**src/rtl/disp_fetch_pkg.sv**
```systemverilog
package disp_fetch_pkg;

    typedef enum logic {
        WALK_IDLE = 1'b0,
        WALK_RUN  = 1'b1
    } walk_ph_e;

    // Kind of step taken on an accepted word
    typedef enum logic [1:0] {
        STEP_WORD  = 2'd0,
        STEP_LINE  = 2'd1,
        STEP_PANEL = 2'd2,
        STEP_FRAME = 2'd3
    } step_e;

endpackage

```
**src/rtl/disp_base_shadow.sv**
```systemverilog
module disp_base_shadow #(
    parameter int AW = 30,
    parameter int NP = 2
) (
    input  logic                   clk,
    input  logic                   rst_n,
    input  logic [NP-1:0]          wr_en,
    input  logic [AW-1:0]          wr_data,
    input  logic                   upd_set,
    input  logic                   commit,
    output logic [NP-1:0][AW-1:0]  active_base,
    output logic [NP-1:0][AW-1:0]  next_base,
    output logic                   pending
);

    typedef struct packed {
        logic [NP-1:0][AW-1:0] shadow;
        logic [NP-1:0][AW-1:0] active;
        logic                  pend;
    } shd_t;

    shd_t st_d, st_q;

    always_comb begin
        st_d = st_q;
        for (int p = 0; p < NP; p++) begin
            if (wr_en[p]) begin
                st_d.shadow[p] = wr_data;
            end
        end
        if (commit && st_q.pend) begin
            st_d.active = st_q.shadow;
            st_d.pend   = 1'b0;
        end
        if (upd_set) begin
            st_d.pend = 1'b1;
        end
    end

    always_ff @(posedge clk or negedge rst_n) begin
        if (!rst_n) begin
            st_q <= '0;
        end else begin
            st_q <= st_d;
        end
    end

    assign active_base = st_q.active;
    assign next_base   = st_q.pend ? st_q.shadow : st_q.active;
    assign pending     = st_q.pend;

endmodule

```
**src/rtl/disp_line_walker.sv**
```systemverilog
module disp_line_walker
    import disp_fetch_pkg::*;
#(
    parameter int AW  = 30,
    parameter int PW  = 5,
    parameter int IW  = 16,
    parameter int LW  = 12,
    parameter int CW  = 12,
    parameter int NP  = 2,
    parameter int PNW = 1
) (
    input  logic                   clk,
    input  logic                   rst_n,
    input  logic                   enable,
    input  logic                   mode_2d,
    input  logic                   dual_en,
    input  logic [PW-1:0]          pix_off_cfg,
    input  logic [IW-1:0]          line_inc,
    input  logic [LW-1:0]          line_words,
    input  logic [CW-1:0]          line_count,
    input  logic [NP-1:0][AW-1:0]  active_base,
    input  logic [NP-1:0][AW-1:0]  next_base,
    input  logic                   out_ready,
    output logic                   frame_bound,
    output logic                   out_valid,
    output logic [AW-1:0]          out_addr,
    output logic [PNW-1:0]         out_panel,
    output logic [PW-1:0]          out_pix_off,
    output logic                   out_eof
);

    localparam logic [PNW-1:0] LAST_PANEL = PNW'(NP - 1);

    typedef struct packed {
        walk_ph_e       ph;
        logic [AW-1:0]  addr;
        logic [LW-1:0]  word;
        logic [CW-1:0]  line;
        logic [PNW-1:0] panel;
        logic           first;
        logic           eof;
    } walk_t;

    walk_t st_d, st_q;

    logic [LW:0]    word_nx;
    logic [CW:0]    line_nx;
    logic [PNW-1:0] panel_nx;
    logic           last_word;
    logic           last_line;
    logic           last_panel;
    logic [AW-1:0]  stride;
    step_e          step;

    always_comb begin
        word_nx    = {1'b0, st_q.word} + 1'b1;
        line_nx    = {1'b0, st_q.line} + 1'b1;
        panel_nx   = st_q.panel + 1'b1;
        last_word  = word_nx >= {1'b0, line_words};
        last_line  = line_nx >= {1'b0, line_count};
        last_panel = !dual_en || (st_q.panel == LAST_PANEL);
        stride     = mode_2d ? AW'(line_inc) : '0;

        if (!last_word) begin
            step = STEP_WORD;
        end else if (!last_line) begin
            step = STEP_LINE;
        end else if (!last_panel) begin
            step = STEP_PANEL;
        end else begin
            step = STEP_FRAME;
        end
    end

    always_comb begin
        st_d        = st_q;
        st_d.eof    = 1'b0;
        frame_bound = 1'b0;

        if (!enable) begin
            st_d = '0;
        end else if (st_q.ph == WALK_IDLE) begin
            st_d.ph     = WALK_RUN;
            st_d.addr   = next_base[0];
            st_d.word   = '0;
            st_d.line   = '0;
            st_d.panel  = '0;
            st_d.first  = 1'b1;
            frame_bound = 1'b1;
        end else if (out_ready) begin
            unique case (step)
                STEP_WORD: begin
                    st_d.addr  = st_q.addr + 1'b1;
                    st_d.word  = word_nx[LW-1:0];
                    st_d.first = 1'b0;
                end
                STEP_LINE: begin
                    st_d.addr  = st_q.addr + 1'b1 + stride;
                    st_d.word  = '0;
                    st_d.line  = line_nx[CW-1:0];
                    st_d.first = 1'b1;
                end
                STEP_PANEL: begin
                    st_d.addr  = active_base[panel_nx];
                    st_d.word  = '0;
                    st_d.line  = '0;
                    st_d.panel = panel_nx;
                    st_d.first = 1'b1;
                end
                default: begin
                    st_d.addr   = next_base[0];
                    st_d.word   = '0;
                    st_d.line   = '0;
                    st_d.panel  = '0;
                    st_d.first  = 1'b1;
                    st_d.eof    = 1'b1;
                    frame_bound = 1'b1;
                end
            endcase
        end
    end

    always_ff @(posedge clk or negedge rst_n) begin
        if (!rst_n) begin
            st_q <= '0;
        end else begin
            st_q <= st_d;
        end
    end

    assign out_valid   = (st_q.ph == WALK_RUN);
    assign out_addr    = st_q.addr;
    assign out_panel   = st_q.panel;
    assign out_pix_off = (mode_2d && st_q.first && out_valid) ? pix_off_cfg : '0;
    assign out_eof     = st_q.eof;

endmodule

```
**src/rtl/disp_fetch_addrgen.sv**
```systemverilog
module disp_fetch_addrgen #(
    parameter int AW  = 30,
    parameter int PW  = 5,
    parameter int IW  = 16,
    parameter int LW  = 12,
    parameter int CW  = 12,
    parameter int NP  = 2,
    parameter int PNW = (NP > 1) ? $clog2(NP) : 1
) (
    input  logic           clk,
    input  logic           rst_n,
    input  logic           enable,
    input  logic           mode_2d,
    input  logic           dual_en,
    input  logic [PW-1:0]  pix_off_cfg,
    input  logic [IW-1:0]  line_inc,
    input  logic [LW-1:0]  line_words,
    input  logic [CW-1:0]  line_count,
    input  logic [NP-1:0]  base_wr_en,
    input  logic [AW-1:0]  base_wr_data,
    input  logic           upd_set,
    output logic           addr_valid,
    input  logic           addr_ready,
    output logic [AW-1:0]  addr,
    output logic [PNW-1:0] addr_panel,
    output logic [PW-1:0]  addr_pix_off,
    output logic [AW-1:0]  frame_ptr,
    output logic           eof_pulse,
    output logic           upd_pending
);

    logic [NP-1:0][AW-1:0] active_base;
    logic [NP-1:0][AW-1:0] next_base;
    logic                  frame_bound;

    disp_base_shadow #(
        .AW (AW),
        .NP (NP)
    ) u_shadow (
        .clk         (clk),
        .rst_n       (rst_n),
        .wr_en       (base_wr_en),
        .wr_data     (base_wr_data),
        .upd_set     (upd_set),
        .commit      (frame_bound),
        .active_base (active_base),
        .next_base   (next_base),
        .pending     (upd_pending)
    );

    disp_line_walker #(
        .AW  (AW),
        .PW  (PW),
        .IW  (IW),
        .LW  (LW),
        .CW  (CW),
        .NP  (NP),
        .PNW (PNW)
    ) u_walk (
        .clk         (clk),
        .rst_n       (rst_n),
        .enable      (enable),
        .mode_2d     (mode_2d),
        .dual_en     (dual_en),
        .pix_off_cfg (pix_off_cfg),
        .line_inc    (line_inc),
        .line_words  (line_words),
        .line_count  (line_count),
        .active_base (active_base),
        .next_base   (next_base),
        .out_ready   (addr_ready),
        .frame_bound (frame_bound),
        .out_valid   (addr_valid),
        .out_addr    (addr),
        .out_panel   (addr_panel),
        .out_pix_off (addr_pix_off),
        .out_eof     (eof_pulse)
    );

    assign frame_ptr = addr;

endmodule

```
**config.mk**
```make
export PLATFORM = sky130hd
export DESIGN_NAME = disp_fetch_addrgen
export DESIGN_NICKNAME = d
export VERILOG_FILES = /design/src/rtl/disp_fetch_pkg.sv /design/src/rtl/disp_base_shadow.sv /design/src/rtl/disp_line_walker.sv /design/src/rtl/disp_fetch_addrgen.sv
export SDC_FILE = /design/constraint.sdc
export NUM_CORES = 1
export LEC_CHECK = 0
export ABC_AREA = 1
export BUFFER_PORTS_ARGS = -buffer_cell sky130_fd_sc_hd__buf_2
export CORE_UTILIZATION = 40
export DETAILED_ROUTE_END_ITERATION = 10
export GPL_TIMING_DRIVEN = 1
export SLEW_MARGIN = 5
export SYNTH_ARGS = -nofsm -noshare
export SYNTH_HDL_FRONTEND = slang
export SYNTH_HIERARCHICAL = 1
export SYNTH_SLANG_ARGS = --single-unit
```
**constraint.sdc**
```tcl
create_clock -name clk -period 3.45 [get_ports clk]
set_clock_uncertainty 0.1 [all_clocks]
set_input_delay 0.5175 -clock clk [delete_from_list [all_inputs] [get_ports clk]]
set_output_delay 0.5175 -clock clk [all_outputs]
set_load 0.05 [all_outputs]
```
Word level (Yosys, flattened, before mapping)

Index checks and enable logic that the tools add are counted.
Widths: inputs -> output; s select.

Bits in registers: 179
Output and inout bits: 69
Input port bits: 84
Logic and storage cells: 58

Add/sub/neg operators: 5
Equal/unequal tests: 5
Muxes and demuxes: 22
Magnitude comparators: 3
Reduce and logical (&&, ||, !) cells: 11

Operator list:

| cell                  | number |
|---|---|
| $pmux 42 s3           | 1 |
| $mux 30               | 3 |
| $mux 58               | 1 |
| $mux 57               | 1 |
| $mux 56               | 1 |
| $add 30x1->30 const B | 1 |
| $add 30x30->30        | 1 |
| $add 12x1->13 const B | 2 |
| $ge 13x12->1          | 2 |
| $pmux 12 s2           | 1 |
| $mux 16               | 1 |
| $mux 1                | 9 |
| $ne 3x3->1 const B    | 3 |
| $mux 5                | 1 |
| $mux 2                | 2 |
| $reduce_and 2->1      | 2 |
| $logic_and 1x1->1     | 3 |
| $reduce_or 3->1       | 1 |
| $eq 2x1->1 const B    | 1 |
| $eq 2x2->1 const B    | 1 |
| $logic_not 2->1       | 1 |
| $lt 1x2->1 const B    | 1 |
| $pmux 1 s2            | 1 |
| $reduce_bool 2->1     | 1 |
| other kinds (4)       | 4 |

Depth between registers and ports, before layout

Word-level depth: 14
Gate-level depth with buffers: 27
Gate-level depth less buffers: 25

Hierarchy

Netlist, hierarchy kept.

By module, submodules not included:

| module             | times used | seq. area each (µm²) | area each (µm²) | cells an instance |
|---|---|---|---|---|
| disp_line_walker   | 1          | 1451.4               | 7472.2          | 1288 |
| disp_base_shadow   | 1          | 3027.9               | 5985.7          | 771 |
| disp_fetch_addrgen | 1          | 0.0                  | 225.2           | 30 |

Worst setup path before layout

No wires, ideal clock.

Path type: register to register
Start point: reg u_walk/st_q[3] (netlist bit)
End point: reg u_shadow.st_q, in the netlist u_shadow/active_base[22]
Setup slack: -98 ps
Arrival time: 3331 ps
Setup time: 116 ps
Stages on the path, launching flop included: 26
Clock period less this slack: 3548 ps
Data required time: 3234 ps
Buffers on the path: 3
Cell sequence: dfrtp_1 > ha_1 > nand2_1 > nor2_1 > nand3_1 > nor4_1 > nor2_1 > ha_1 > nand2_1 > nor2_1 > nand3_1 > nor2_1 > nor3_1 > nand2_1 > nand2_1 > nand2_2 > nand3_1 > inv_1 > buf_2 > nand2_1 > a21boi_0 > buf_2 > nand2_2 > buf_2 > nand2_1 > nand2_1

Longest elaborated chain between the ends: 11
Elaborated cells between the ends (all ways): 13
Classes of those cells: add/sub: 1; order compare: 1; eq/ne: 2; mux: 6; reduce/logical: 3

RTL lines:

| item                                     | line                     | RTL |
|---|---|---|
| start, declared                          | disp_line_walker.sv:44   | `walk_t st_d, st_q;` |
| start signal, assigned                   | disp_line_walker.sv:127  | `st_q <= st_d;` |
| $add 12x1->13 *                          | disp_line_walker.sv:57   | `line_nx = {1'b0, st_q.line} + 1'b1;` |
| $ge 13x12->1 *                           | disp_line_walker.sv:60   | `last_line = line_nx >= {1'b0, line_count};` |
| $mux 2 *                                 | disp_line_walker.sv:66   | `end else if (!last_line) begin` |
| $mux 2 *                                 | disp_line_walker.sv:64   | `if (!last_word) begin` |
| $eq 2x2->1, or another cell as far along | disp_line_walker.sv:91   | `unique case (step)` |
| $reduce_or 3->1 (no source line) *       | --                       |  |
| $mux 1 *                                 | disp_line_walker.sv:91   |  |
| $mux 1 *                                 | disp_line_walker.sv:90   | `end else if (out_ready) begin` |
| $mux 1 *                                 | disp_line_walker.sv:82   | `end else if (st_q.ph == WALK_IDLE) begin` |
| $mux 1 *                                 | disp_line_walker.sv:80   | `if (!enable) begin` |
| named net frame_bound                    | disp_fetch_addrgen.sv:34 | `logic frame_bound;` |
| $logic_and 1x1->1 *                      | disp_base_shadow.sv:31   | `if (commit && st_q.pend) begin` |
| end signal, assigned                     | disp_base_shadow.sv:44   | `st_q <= st_d;` |
| end, declared                            | disp_base_shadow.sv:22   | `shd_t st_d, st_q;` |

The timed path passes the listed nets; every way through them passes the cells marked *.
A chain may end at the register's enable or synchronous reset.

Worst setup path in the final report

Start point: reg u_walk/st_q[15] (netlist bit)
End point: reg u_shadow.st_q, in the netlist u_shadow/active_base[10]

Longest elaborated chain between the ends: 10
Elaborated cells between the ends (all ways): 12
Classes of those cells: add/sub: 1; order compare: 1; eq/ne: 2; mux: 5; reduce/logical: 3

RTL lines:

| item                                     | line                     | RTL |
|---|---|---|
| $add 12x1->13 *                          | disp_line_walker.sv:56   | `word_nx = {1'b0, st_q.word} + 1'b1;` |
| $ge 13x12->1 *                           | disp_line_walker.sv:59   | `last_word = word_nx >= {1'b0, line_words};` |
| $mux 2 *                                 | disp_line_walker.sv:64   |  |
| $eq 2x2->1, or another cell as far along | disp_line_walker.sv:91   |  |
| $reduce_or 3->1 (no source line) *       | --                       |  |
| $mux 1 *                                 | disp_line_walker.sv:91   |  |
| $mux 1 *                                 | disp_line_walker.sv:90   |  |
| $mux 1 *                                 | disp_line_walker.sv:82   |  |
| $mux 1 *                                 | disp_line_walker.sv:80   |  |
| named net frame_bound                    | disp_fetch_addrgen.sv:34 |  |
| $logic_and 1x1->1 *                      | disp_base_shadow.sv:31   |  |

Marks and branches as above.

==> results.txt <==
GP Congestion = 0.895
Reg2Reg Launch Point = u_walk/st_q[15]
Fin util = 0.486
Req. time, crit path = 3.67 ns
Initial DRT Pass Iterations = 6
Die Ht = 184 um
CTS Hold Bufs = 0
Setup violators final = 17
CTS Sinks = 179
CP Max Fanout = 7
Failing checks = negative setup slack
Largest net degree at the start of global routing = 74
Core area = 32600 um2
CP Capture Type = flip-flop
Synth Warn # = 6
Pwr Total = 5.96 mW
# DRC = 0
Clock slew at reported path FFs = 0.08 ns
Synth Cell Area = 13300 um2
Crit path setup slack, layout = -0.0225 ns
Met2 usage in global routing = 0.330
Max Slew Vio Count = 0
Final period util = 1.01
Clock latency on the worst-skew pair = 0.44 ns
Inserted Diodes = 0
Routed WL = 40.0 mm
Nets = 2232
Final Critical Period = 3.47 ns
Die area = 34000 um2
GR Layer Usage met1 = 0.348
Share of layout cells above drive strength 1 = 0.230
CP arrival = 3.69 ns
# rows = 66
Kind of critical path = reg -> reg
Root Buffer = clkbuf_16
Max Freq = 288 MHz
Area post-placement = 14200 um2
Cts bufs inserted = 17
Vias in the first global route = 11300
Slack of the worst reg-to-reg path = -0.02 ns
Initial antenna violation count = 0
Via Count = 12700
WL per Instance = 15.6 um
CTS tree = done
GRT busiest layer = met1
Worst slew pin tran = 0.958 ns
FF-to-FF End = u_shadow/active_base[10]
MaxCap Viol Count = 0
H-tree levels = 4
Area grow syn2layout = 19.1%
GR Util All Layers = 0.223
# IOs = 153
Status = finished, violations left
PD cells = 376 nW/um2
Vias per cell = 4.97
Iter 0 DRT Violations = 1099
Gr ovfl total = 0
Max-slew headroom = 0.361
RSZ-0062 raised after global routing = true
CP startpoint kind = flip-flop
Longest Clk Path Bufs = 2
Worst r2r path cells = 23
DP Wirelength = 27.3 mm
Final Cell Area = 15800 um2
Mean Syn Cell Area = 6.67 um2
Syn Inst Count = 1993
Die Wd = 184 um
Syn nets = 2121
Final Hold Vio Count = 0
First-pass GRT wire length = 59.8 mm
Peak supply drop = 353 uV
Antenna Violating Nets Remaining = 0
Starting Density = 0.408
Met3 Track Usage GR = 0.0184
PortBufs = 152
Leakage = 8.59 nW
Hold crit path type = in -> async
-- worst max-delay path by stage --
stage	start	end	slack, ns	depth (start not counted)
after global placement	u_walk/out_addr[1]	u_walk/out_addr[25]	-0.1	21
after floorplan	u_walk/st_q[17]	u_shadow/active_base[22]	0.01	24
after CTS	u_walk/out_addr[2]	u_walk/out_addr[25]	0.003	20
final	u_walk/st_q[15]	u_shadow/active_base[10]	-0.02	23
after detailed placement	u_walk/out_addr[1]	u_walk/out_addr[25]	-0.09	21
after global routing	u_walk/st_q[15]	u_shadow/active_base[46]	-0.25	25
-- registers in the layout, summed over array words and instances (netlist names) --
register and cells:
u_walk/out_eof 1, u_walk/out_valid 1, u_shadow/pending 1, u_walk/out_addr 30, u_shadow/st_q 60, u_walk/out_panel 1, u_shadow/active_base 60, u_walk/st_q 25
-- metrics by stage --
step	setup WS [ns]	std cells	hold WS (ns)	setup TNS [ns]
5_1_grt	-0.251	2559	0.0767	-18.47
2_1_floorplan	0.0118	1993	0.122	0
4_1_cts	0.00291	2526	0.0639	0
3_5_place_dp	-0.0883	2491	0.360	-3.86
6_report	-0.0225	2559	0.0302	-0.140
3_3_place_gp	-0.0977	2491	0.355	-0.116
-- area by class of cell --
| cell class | instances | area, um2 |
|---|---|---|
| clock buffers | 17 | 425 |
| clock inverters | 15 | 163 |
| flip-flops and latches | 179 | 4490 |
| inverters | 232 | 886 |
| fillers | 3253 | 16800 |
| well taps | 442 | 553 |
| repair buffers | 292 | 2200 |
| multi-input cells | 1382 | 7120 |
-- power by group --
group | switching, mW | total, mW | internal (mW)
Combinational | 0.958 | 1.46 | 0.506
Clock | 1.00 | 1.97 | 0.974
Sequential | 0.201 | 2.52 | 2.32
-- cells in the final DEF, fill, tap and decap left out, types with 6 or more instances in the layout --
cell type and n:
or2_2 6, clkbuf_16 26, a31oi_1 6, nand2_2 43, inv_2 11, nand3_1 137
nand2_4 9, xor2_1 24, xor2_2 6, nor2_1 117, o21ai_0 118, nor2_4 9
o22ai_1 8, ha_1 33, a21oi_1 32, nand4_1 12, buf_2 151, buf_6 12
nor2_2 25, nor3_1 6, nand3_2 13, buf_12 12, inv_1 218, o211ai_1 6
xnor2_1 12, o21bai_1 6, nand2_1 689, dfrtp_1 172, buf_4 103, ha_4 8
dfrtp_2 7, o21ai_1 13
-- critical path, stage by stage, from the launching register on --
cell and delay, ns:
dfrtp_1 0.38, ha_2 0.20, nand2_2 0.07, nor2_2 0.12
nand2_1 0.08, nor2_1 0.10, inv_1 0.08, nor2_4 0.13
xor2_1 0.18, inv_1 0.10, ha_4 0.29, nand2_2 0.06
o21a_1 0.18, nor2_2 0.12, nor2_2 0.06, nand3_4 0.12
nand3_2 0.10, inv_2 0.09, nand2_2 0.07, a21boi_4 0.22
nand2_4 0.17, clkbuf_16 0.23, nand2_1 0.05, nand2_1 0.05
-- timing repair --
action / 4_1_cts / 5_1_grt
resized for setup: 11 / 143
buffers inserted: 3 / 17
setup endpoints to repair: 90 / 109
pin swaps: 2 / 56
gates cloned: 0 / 16
-- per-layer routing --
layer / wire length (um) / vias up
met3: 2220 / 44
met5: 0 / -
met2: 17200 / 454
li1: - / 6316
met4: 555 / 0
met1: 20000 / 5910
Power figures use the tool's default switching activity.
